===== config.mk =====
export PLATFORM = sky130hd
export DESIGN_NAME = sad_ring_array
export DESIGN_NICKNAME = d
export VERILOG_FILES = /design/src/rtl/sad_ring_pkg.sv /design/src/rtl/sad_ring_seq.sv /design/src/rtl/sad_ring_cell.sv /design/src/rtl/sad_ring_pe.sv /design/src/rtl/sad_ring_array.sv
export SDC_FILE = /design/constraint.sdc
export NUM_CORES = 1
export LEC_CHECK = 0
export BUFFER_PORTS_ARGS = -buffer_cell sky130_fd_sc_hd__buf_4
export CAP_MARGIN = 20
export CORE_MARGIN = 5
export CORE_UTILIZATION = 50
export CTS_CLUSTER_DIAMETER = 120
export DETAILED_ROUTE_END_ITERATION = 10
export PLACE_DENSITY_LB_ADDON = 0.12
export SKIP_LAST_GASP = 1
export SYNTH_ARGS = -nofsm -noshare
export SYNTH_HDL_FRONTEND = slang
export SYNTH_SLANG_ARGS = --single-unit

===== constraint.sdc =====
create_clock -name clk -period 2.5 [get_ports clk]
set_clock_uncertainty 0.15 [all_clocks]
set_input_delay 0.25 -clock clk [delete_from_list [all_inputs] [get_ports clk]]
set_output_delay 0.25 -clock clk [all_outputs]
set_load 0.01 [all_outputs]

===== src/rtl/sad_ring_pkg.sv =====
// Shared types for the ring-connected absolute-difference array.
// Assumes nothing beyond IEEE 1800-2017 enum support.
package sad_ring_pkg;
    // Externally visible phase encoding (also driven onto the phase port).
    typedef enum logic [1:0] {
        PH_INIT  = 2'b00,
        PH_CALC  = 2'b01,
        PH_INPUT = 2'b10,
        PH_IDLE  = 2'b11
    } phase_t;

    // Per-cycle movement applied to every pixel cell of the grid.
    typedef enum logic [1:0] {
        MV_HOLD  = 2'b00,
        MV_DOWN  = 2'b01,
        MV_RIGHT = 2'b10,
        MV_LEFT  = 2'b11
    } move_t;
endpackage


===== src/rtl/sad_ring_seq.sv =====
// Phase sequencer: load (N cycles), then SWEEPS sweeps of 2*DY calc/input
// pairs, with N refill cycles between sweeps and a direction flip at each
// refill. Assumes N >= 2, DY >= 1, SWEEPS >= 1.
module sad_ring_seq
    import sad_ring_pkg::*;
#(
    parameter int N      = 4,
    parameter int DY     = 2,
    parameter int SWEEPS = 3
) (
    input  logic   clk,
    input  logic   rst_n,
    input  logic   start,
    output phase_t phase,
    output logic   busy,
    output move_t  move,
    output logic   tmpl_shift,
    output logic   valid
);
    localparam int PAIRS = 2 * DY;
    localparam int CW    = $clog2(N) + 1;
    localparam int PCW   = $clog2(PAIRS) + 1;
    localparam int SCW   = $clog2(SWEEPS) + 1;
    localparam logic [CW-1:0]  CNT_LAST   = CW'(N - 1);
    localparam logic [PCW-1:0] PAIR_LAST  = PCW'(PAIRS - 1);
    localparam logic [SCW-1:0] SWEEP_LAST = SCW'(SWEEPS - 1);

    phase_t         phase_q;
    logic           busy_q;
    logic           dir_q;
    logic [CW-1:0]  cnt_q;
    logic [PCW-1:0] pair_q;
    logic [SCW-1:0] sweep_q;

    // State advance for the search schedule.
    always_ff @(posedge clk) begin
        if (!rst_n) begin
            phase_q <= PH_IDLE;
            busy_q  <= 1'b0;
            dir_q   <= 1'b0;
            cnt_q   <= '0;
            pair_q  <= '0;
            sweep_q <= '0;
        end else if (!busy_q) begin
            if (start) begin
                busy_q  <= 1'b1;
                phase_q <= PH_INIT;
                dir_q   <= 1'b0;
                cnt_q   <= '0;
                pair_q  <= '0;
                sweep_q <= '0;
            end
        end else begin
            case (phase_q)
                PH_INIT: begin
                    if (cnt_q == CNT_LAST) begin
                        phase_q <= PH_CALC;
                        cnt_q   <= '0;
                    end else begin
                        cnt_q <= cnt_q + 1'b1;
                    end
                end
                PH_CALC: phase_q <= PH_INPUT;
                PH_INPUT: begin
                    if (pair_q == PAIR_LAST) begin
                        pair_q  <= '0;
                        phase_q <= PH_IDLE;
                        cnt_q   <= '0;
                        if (sweep_q == SWEEP_LAST) begin
                            busy_q <= 1'b0;
                        end else begin
                            sweep_q <= sweep_q + 1'b1;
                        end
                    end else begin
                        pair_q  <= pair_q + 1'b1;
                        phase_q <= PH_CALC;
                    end
                end
                default: begin
                    if (cnt_q == CNT_LAST) begin
                        phase_q <= PH_CALC;
                        cnt_q   <= '0;
                        dir_q   <= ~dir_q;
                    end else begin
                        cnt_q <= cnt_q + 1'b1;
                    end
                end
            endcase
        end
    end

    // Decode the grid movement and flags from the current phase.
    always_comb begin
        move       = MV_HOLD;
        tmpl_shift = 1'b0;
        valid      = 1'b0;
        if (busy_q) begin
            case (phase_q)
                PH_INIT: begin
                    move       = MV_DOWN;
                    tmpl_shift = 1'b1;
                end
                PH_CALC: begin
                    move  = dir_q ? MV_LEFT : MV_RIGHT;
                    valid = 1'b1;
                end
                default: move = MV_DOWN;
            endcase
        end
    end

    assign phase = phase_q;
    assign busy  = busy_q;
endmodule


===== src/rtl/sad_ring_cell.sv =====
// One pixel register with a three-way source select (left, right, top).
// Used as the shift-register cell and as the reference path of each PE.
module sad_ring_cell
    import sad_ring_pkg::*;
#(
    parameter int PW = 8
) (
    input  logic          clk,
    input  logic          rst_n,
    input  move_t         move,
    input  logic [PW-1:0] from_left,
    input  logic [PW-1:0] from_right,
    input  logic [PW-1:0] from_top,
    output logic [PW-1:0] q
);
    // Select the neighbour named by the current move, or hold.
    always_ff @(posedge clk) begin
        if (!rst_n) begin
            q <= '0;
        end else begin
            case (move)
                MV_RIGHT: q <= from_left;
                MV_LEFT:  q <= from_right;
                MV_DOWN:  q <= from_top;
                default:  q <= q;
            endcase
        end
    end
endmodule


===== src/rtl/sad_ring_pe.sv =====
// Processing element: resident template pixel, movable reference pixel,
// and |t - s| via a PW+1 bit signed subtraction. Assumes unsigned pixels.
module sad_ring_pe
    import sad_ring_pkg::*;
#(
    parameter int PW = 8
) (
    input  logic          clk,
    input  logic          rst_n,
    input  move_t         move,
    input  logic          tmpl_shift,
    input  logic [PW-1:0] t_top,
    input  logic [PW-1:0] s_left,
    input  logic [PW-1:0] s_right,
    input  logic [PW-1:0] s_top,
    output logic [PW-1:0] t_q,
    output logic [PW-1:0] s_q,
    output logic [PW-1:0] diff
);
    logic signed [PW:0] sub;
    logic signed [PW:0] neg;

    // Template pixel moves only during the load phase.
    always_ff @(posedge clk) begin
        if (!rst_n) begin
            t_q <= '0;
        end else if (tmpl_shift) begin
            t_q <= t_top;
        end
    end

    sad_ring_cell #(.PW(PW)) u_ref (
        .clk        (clk),
        .rst_n      (rst_n),
        .move       (move),
        .from_left  (s_left),
        .from_right (s_right),
        .from_top   (s_top),
        .q          (s_q)
    );

    // Absolute difference of the two held pixels.
    always_comb begin
        sub  = $signed({1'b0, t_q}) - $signed({1'b0, s_q});
        neg  = -sub;
        diff = sub[PW] ? neg[PW-1:0] : sub[PW-1:0];
    end
endmodule


===== src/rtl/sad_ring_array.sv =====
// Top: N rows, each a ring of N PEs followed by N shift-register cells,
// driven by the phase sequencer. Row 0 is fed from the row input buses.
module sad_ring_array
    import sad_ring_pkg::*;
#(
    parameter int N      = 4,
    parameter int PW     = 8,
    parameter int DY     = 2,
    parameter int SWEEPS = 3
) (
    input  logic              clk,
    input  logic              rst_n,
    input  logic              start,
    input  logic [N*PW-1:0]   tmpl_row,
    input  logic [N*PW-1:0]   ref_row,
    input  logic [N*PW-1:0]   sr_row,
    output logic [1:0]        phase,
    output logic              busy,
    output logic              absdiff_valid,
    output logic [N*N*PW-1:0] absdiff
);
    localparam int RING = 2 * N;

    phase_t            seq_phase;
    move_t             move;
    logic              tmpl_shift;
    logic [PW-1:0]     ring      [N][RING];
    logic [PW-1:0]     top_s     [N][RING];
    logic [PW-1:0]     top_t     [N][N];
    logic [PW-1:0]     tmpl_grid [N][N];
    logic [N*N*PW-1:0] tmpl_flat;

    sad_ring_seq #(.N(N), .DY(DY), .SWEEPS(SWEEPS)) u_seq (
        .clk        (clk),
        .rst_n      (rst_n),
        .start      (start),
        .phase      (seq_phase),
        .busy       (busy),
        .move       (move),
        .tmpl_shift (tmpl_shift),
        .valid      (absdiff_valid)
    );

    assign phase = seq_phase;

    for (genvar r = 0; r < N; r++) begin : g_row
        for (genvar k = 0; k < RING; k++) begin : g_cell
            // Source from above: input bus on row 0, upper row elsewhere.
            if (r == 0) begin : g_top_in
                if (k < N) begin : g_pe_in
                    assign top_s[r][k] = ref_row[k*PW +: PW];
                    assign top_t[r][k] = tmpl_row[k*PW +: PW];
                end else begin : g_sr_in
                    assign top_s[r][k] = sr_row[(k-N)*PW +: PW];
                end
            end else begin : g_top_up
                assign top_s[r][k] = ring[r-1][k];
                if (k < N) begin : g_pe_up
                    assign top_t[r][k] = tmpl_grid[r-1][k];
                end
            end

            if (k < N) begin : g_pe
                sad_ring_pe #(.PW(PW)) u_pe (
                    .clk        (clk),
                    .rst_n      (rst_n),
                    .move       (move),
                    .tmpl_shift (tmpl_shift),
                    .t_top      (top_t[r][k]),
                    .s_left     (ring[r][(k+RING-1)%RING]),
                    .s_right    (ring[r][(k+1)%RING]),
                    .s_top      (top_s[r][k]),
                    .t_q        (tmpl_grid[r][k]),
                    .s_q        (ring[r][k]),
                    .diff       (absdiff[(r*N+k)*PW +: PW])
                );
                assign tmpl_flat[(r*N+k)*PW +: PW] = tmpl_grid[r][k];
            end else begin : g_sr
                sad_ring_cell #(.PW(PW)) u_sr (
                    .clk        (clk),
                    .rst_n      (rst_n),
                    .move       (move),
                    .from_left  (ring[r][(k+RING-1)%RING]),
                    .from_right (ring[r][(k+1)%RING]),
                    .from_top   (top_s[r][k]),
                    .q          (ring[r][k])
                );
            end
        end
    end
endmodule


==> results.toml <==
[status]
status = "finished with violations"
violations = "setup timing"

[yosys]
synth_edf_count = 0
yosysSeqAreaShare_pct = 29.2
synthCells = 3436
synth_seq_cells = 397
synth_top_area_share_pct = 29.2
synth_area_um2 = 27200
synthTopCellsByArea = "dfxtp_1 29%, mux2i_1 9.5%, a211oi_1 7.1%"
synth_flop_cell = "dfxtp_1"
yosysTopAreaCell = "dfxtp_1"
async_reset_ff_share_pct = 0
syn_nets = 3704
yosys_warnings = 0
syn_avg_cell_area_um2 = 7.93
synth_cell_type_count = 49

[power_and_ir_drop]
p_comb_share_pct = 45.9
p_per_area_nw_per_um2 = 701
p_switching_mw = 9.20
swShare_pct = 35.7
internal_power_mw = 16.6
leakage_nw = 13.5
vdd_drop_max_uv = 700
power.share.sequential_pct = 27.1
power_frac_clock_pct = 27.0

[finish]
drive_gt1_share_pct = 27.1
nets = 4225
area_delta_synth_final_pct = 35.0
final_common_cell = "buf_4"
num_antenna_cells = 0
stdcell_area_um2 = 36800
final_cell_mix = "569 x buf_4, 380 x nor2_1, 363 x dfxtp_1, 316 x a21oi_1, 279 x nand2_1"

[floorplanning]
rows = 85
die-height_um = 243
die_w_um = 243
start_util_pct = 50.5
core_area_um2 = 53900
dieArea_um2 = 59200
io_pins = 231

[clocking]
h-tree-depth = 2
cts.sinks = 397
insertion_delay_ns = 0.60
cts_made_buffers = 47
cts-root-buf = "clkbuf_16"
clkTransAtPathRegs_ns = 0.06
tritoncts = "yes"
cts_buffer_depth = 3

[routing]
route.detailed.drc = 0
vias = 26800
drt_pre_antenna_iters = 6
routed_wl_mm = 96.8
antenna_left = 0
drt-initial-drc-count = 1958
wl_per_cell_um = 20.7
viasPerCell = 5.72

[timing]
setup_viol = 112
rsz0062_at_grt = "true"
slew_headroom_pct = 59.2
fin_crit_ns = 3.32
worst_slack_ns = -0.817
final_hold_viol_count = 0
fin_crit_sh_pct = 133
holdWs_ns = 0.00732
slew_viol_final = 0
worst_pin_slew_ns = 0.611
fmax_mhz = 301

[worst_setup_path]
r2r_slack_ns = 0.31
rr_endpoint = "g_row[3].g_cell[3].g_pe.u_pe.u_ref.q[1]"
worstRegToRegCells = 7
end_kind = "output pin"
endpoint = "absdiff[71]"
crit_path_max_fanout = 3
crit_type = "reg2out"
start_kind = "flop"
cp.required_ns = 2.10
crit_path_start = "g_row[2].g_cell[0].g_pe.u_pe.t_q[0]"
cp.arrival_ns = 2.92
r2r-start = "u_seq.phase[0]"

[worst_hold_path]
hp-class = "in2reg"

[global_route]
grt_max_degree = 94
grt_usage_pct = 30.7
antenna_found_initial = 2
grt_pass1_vias = 26300
grt_pass1_wl_mm = 148
overflow = 0

[place]
post-place-ws_ns = -0.371
place_area_um2 = 32000
port_buffers = 230
dp_hpwl_mm = 70.7
place_congestion = 0.931

[run]
drv_cap = 0
kinds of logic after synthesis:
kind of cell	count (synthesis)	share of synthesized area, %
and+or+nand+nor	1076	18.1
muxes	275	10.2
adders and majority gates	169	8.20
AOI/OAI and AO/OA	937	22.7
DFF	397	29.2
xor gates and xnor gates	177	5.69
buffers and inverters	405	5.95
worst min path at each step:
stage / start / slack (ns) / depth (start not counted) / to
2_1_floorplan: tmpl_row[0] / 0.24 / 2 / g_row[0].g_cell[0].g_pe.u_pe.t_q[0]
3_3_place_gp: u_seq.cnt_q[1] / 0.29 / 2 / u_seq.cnt_q[1]
3_5_place_dp: u_seq.pair_q[2] / 0.30 / 2 / u_seq.pair_q[2]
4_1_cts: ref_row[6] / 0.0007 / 5 / g_row[0].g_cell[0].g_pe.u_pe.u_ref.q[6]
5_1_grt: ref_row[31] / 0.008 / 5 / g_row[0].g_cell[3].g_pe.u_pe.u_ref.q[7]
6_report: ref_row[30] / 0.007 / 5 / g_row[0].g_cell[3].g_pe.u_pe.u_ref.q[6]
metal layers:
layer  GRT usage, %  part of all wire [%]
met5              0                 0.013
met4           11.5                   4.2
met3           4.88                   6.2
met2           51.3                    47
met1           40.1                    42
cell usage after synthesis, types with 2 or more instances:
master,n
nor3b_1,8
o21ai_1,17
buf_1,20
o21ai_0,34
and2_1,4
buf_2,36
nor3_2,2
buf_4,15
a211oi_1,256
mux2_2,14
dfxtp_1,397
mux2i_1,259
a41oi_2,2
nor2_1,432
ha_1,153
nand2b_1,18
nand3_1,19
nand2_1,280
and3b_1,2
o31ai_1,30
a21o_4,2
inv_1,189
a21boi_0,128
fa_1,16
a31oi_1,25
clkbuf_1,145
nor2b_1,279
a211oi_2,16
a21oi_1,332
nor4b_1,2
o21a_1,44
nor3_1,16
mux2_1,2
xnor2_1,121
and3_1,10
a21o_1,28
xor2_1,56
o21bai_1,16
layout make-up:
| type | count | area, um2 |
|---|---|---|
| Clock buffer | 70 | 1370 |
| Clock inverter | 13 | 148 |
| Sequential cell | 397 | 8010 |
| Fill cell | 4291 | 17100 |
| Multi-Input combinational cell | 2634 | 19900 |
| Timing Repair Buffer | 688 | 5770 |
| Inverter | 189 | 717 |
| Tap cell | 696 | 871 |
power by group through the flow:
stage	registers (mW)	clock network (mW)	logic, mW
floorplan	7.01	0	5.40
detailed placement	7.11	0	9.39
finish	6.99	6.94	11.8
global route	7.02	7.31	12.6
global placement	7.10	0	9.24
CTS	6.98	7.03	10.6
critical path, stage by stage (launching register included):
cell      delay, ns
dfxtp_2        0.33
inv_2          0.06
ha_4           0.13
inv_2          0.04
fa_2           0.38
a211oi_4       0.26
o21bai_1       0.10
a21oi_1        0.17
xor2_1         0.30
a31oi_2        0.15
xnor2_1        0.24
buf_4          0.17
metrics by stage:
stage               cells  utilization, %  power [mW]  setup TNS [ns]
finish               4687            68.2        25.8          -71.33
floorplan            3436               -        12.4               0
CTS                  4669            66.0        24.6          -73.77
detailed placement   4502            59.3        16.5          -19.44
global route         4687            68.2        27.0          -83.90
global placement     4502            59.3        16.3          -14.95
sequential cells by signal, summed over array words and instances, names as in the netlist, 2 cells and up:
signal,flops
u_seq.cnt_q,3
u_seq.sweep_q,3
u_seq.pair_q,3
u_seq.phase,2
g_row.g_cell.g_pe.u_pe.u_ref.q,128
g_row.g_cell.g_sr.u_sr.q,128
g_row.g_cell.g_pe.u_pe.t_q,128
what timing repair did:
| item | in CTS | in global routing |
|---|---|---|
| endpoints found under the hold margin | 73 | 0 |
| pin swaps | 250 | 134 |
| setup endpoints to repair | 112 | 112 |
| hold buffers | 70 | 0 |
| setup buffers | 16 | 20 |
| resized for setup | 312 | 193 |
(Power assumes the default switching activity.)
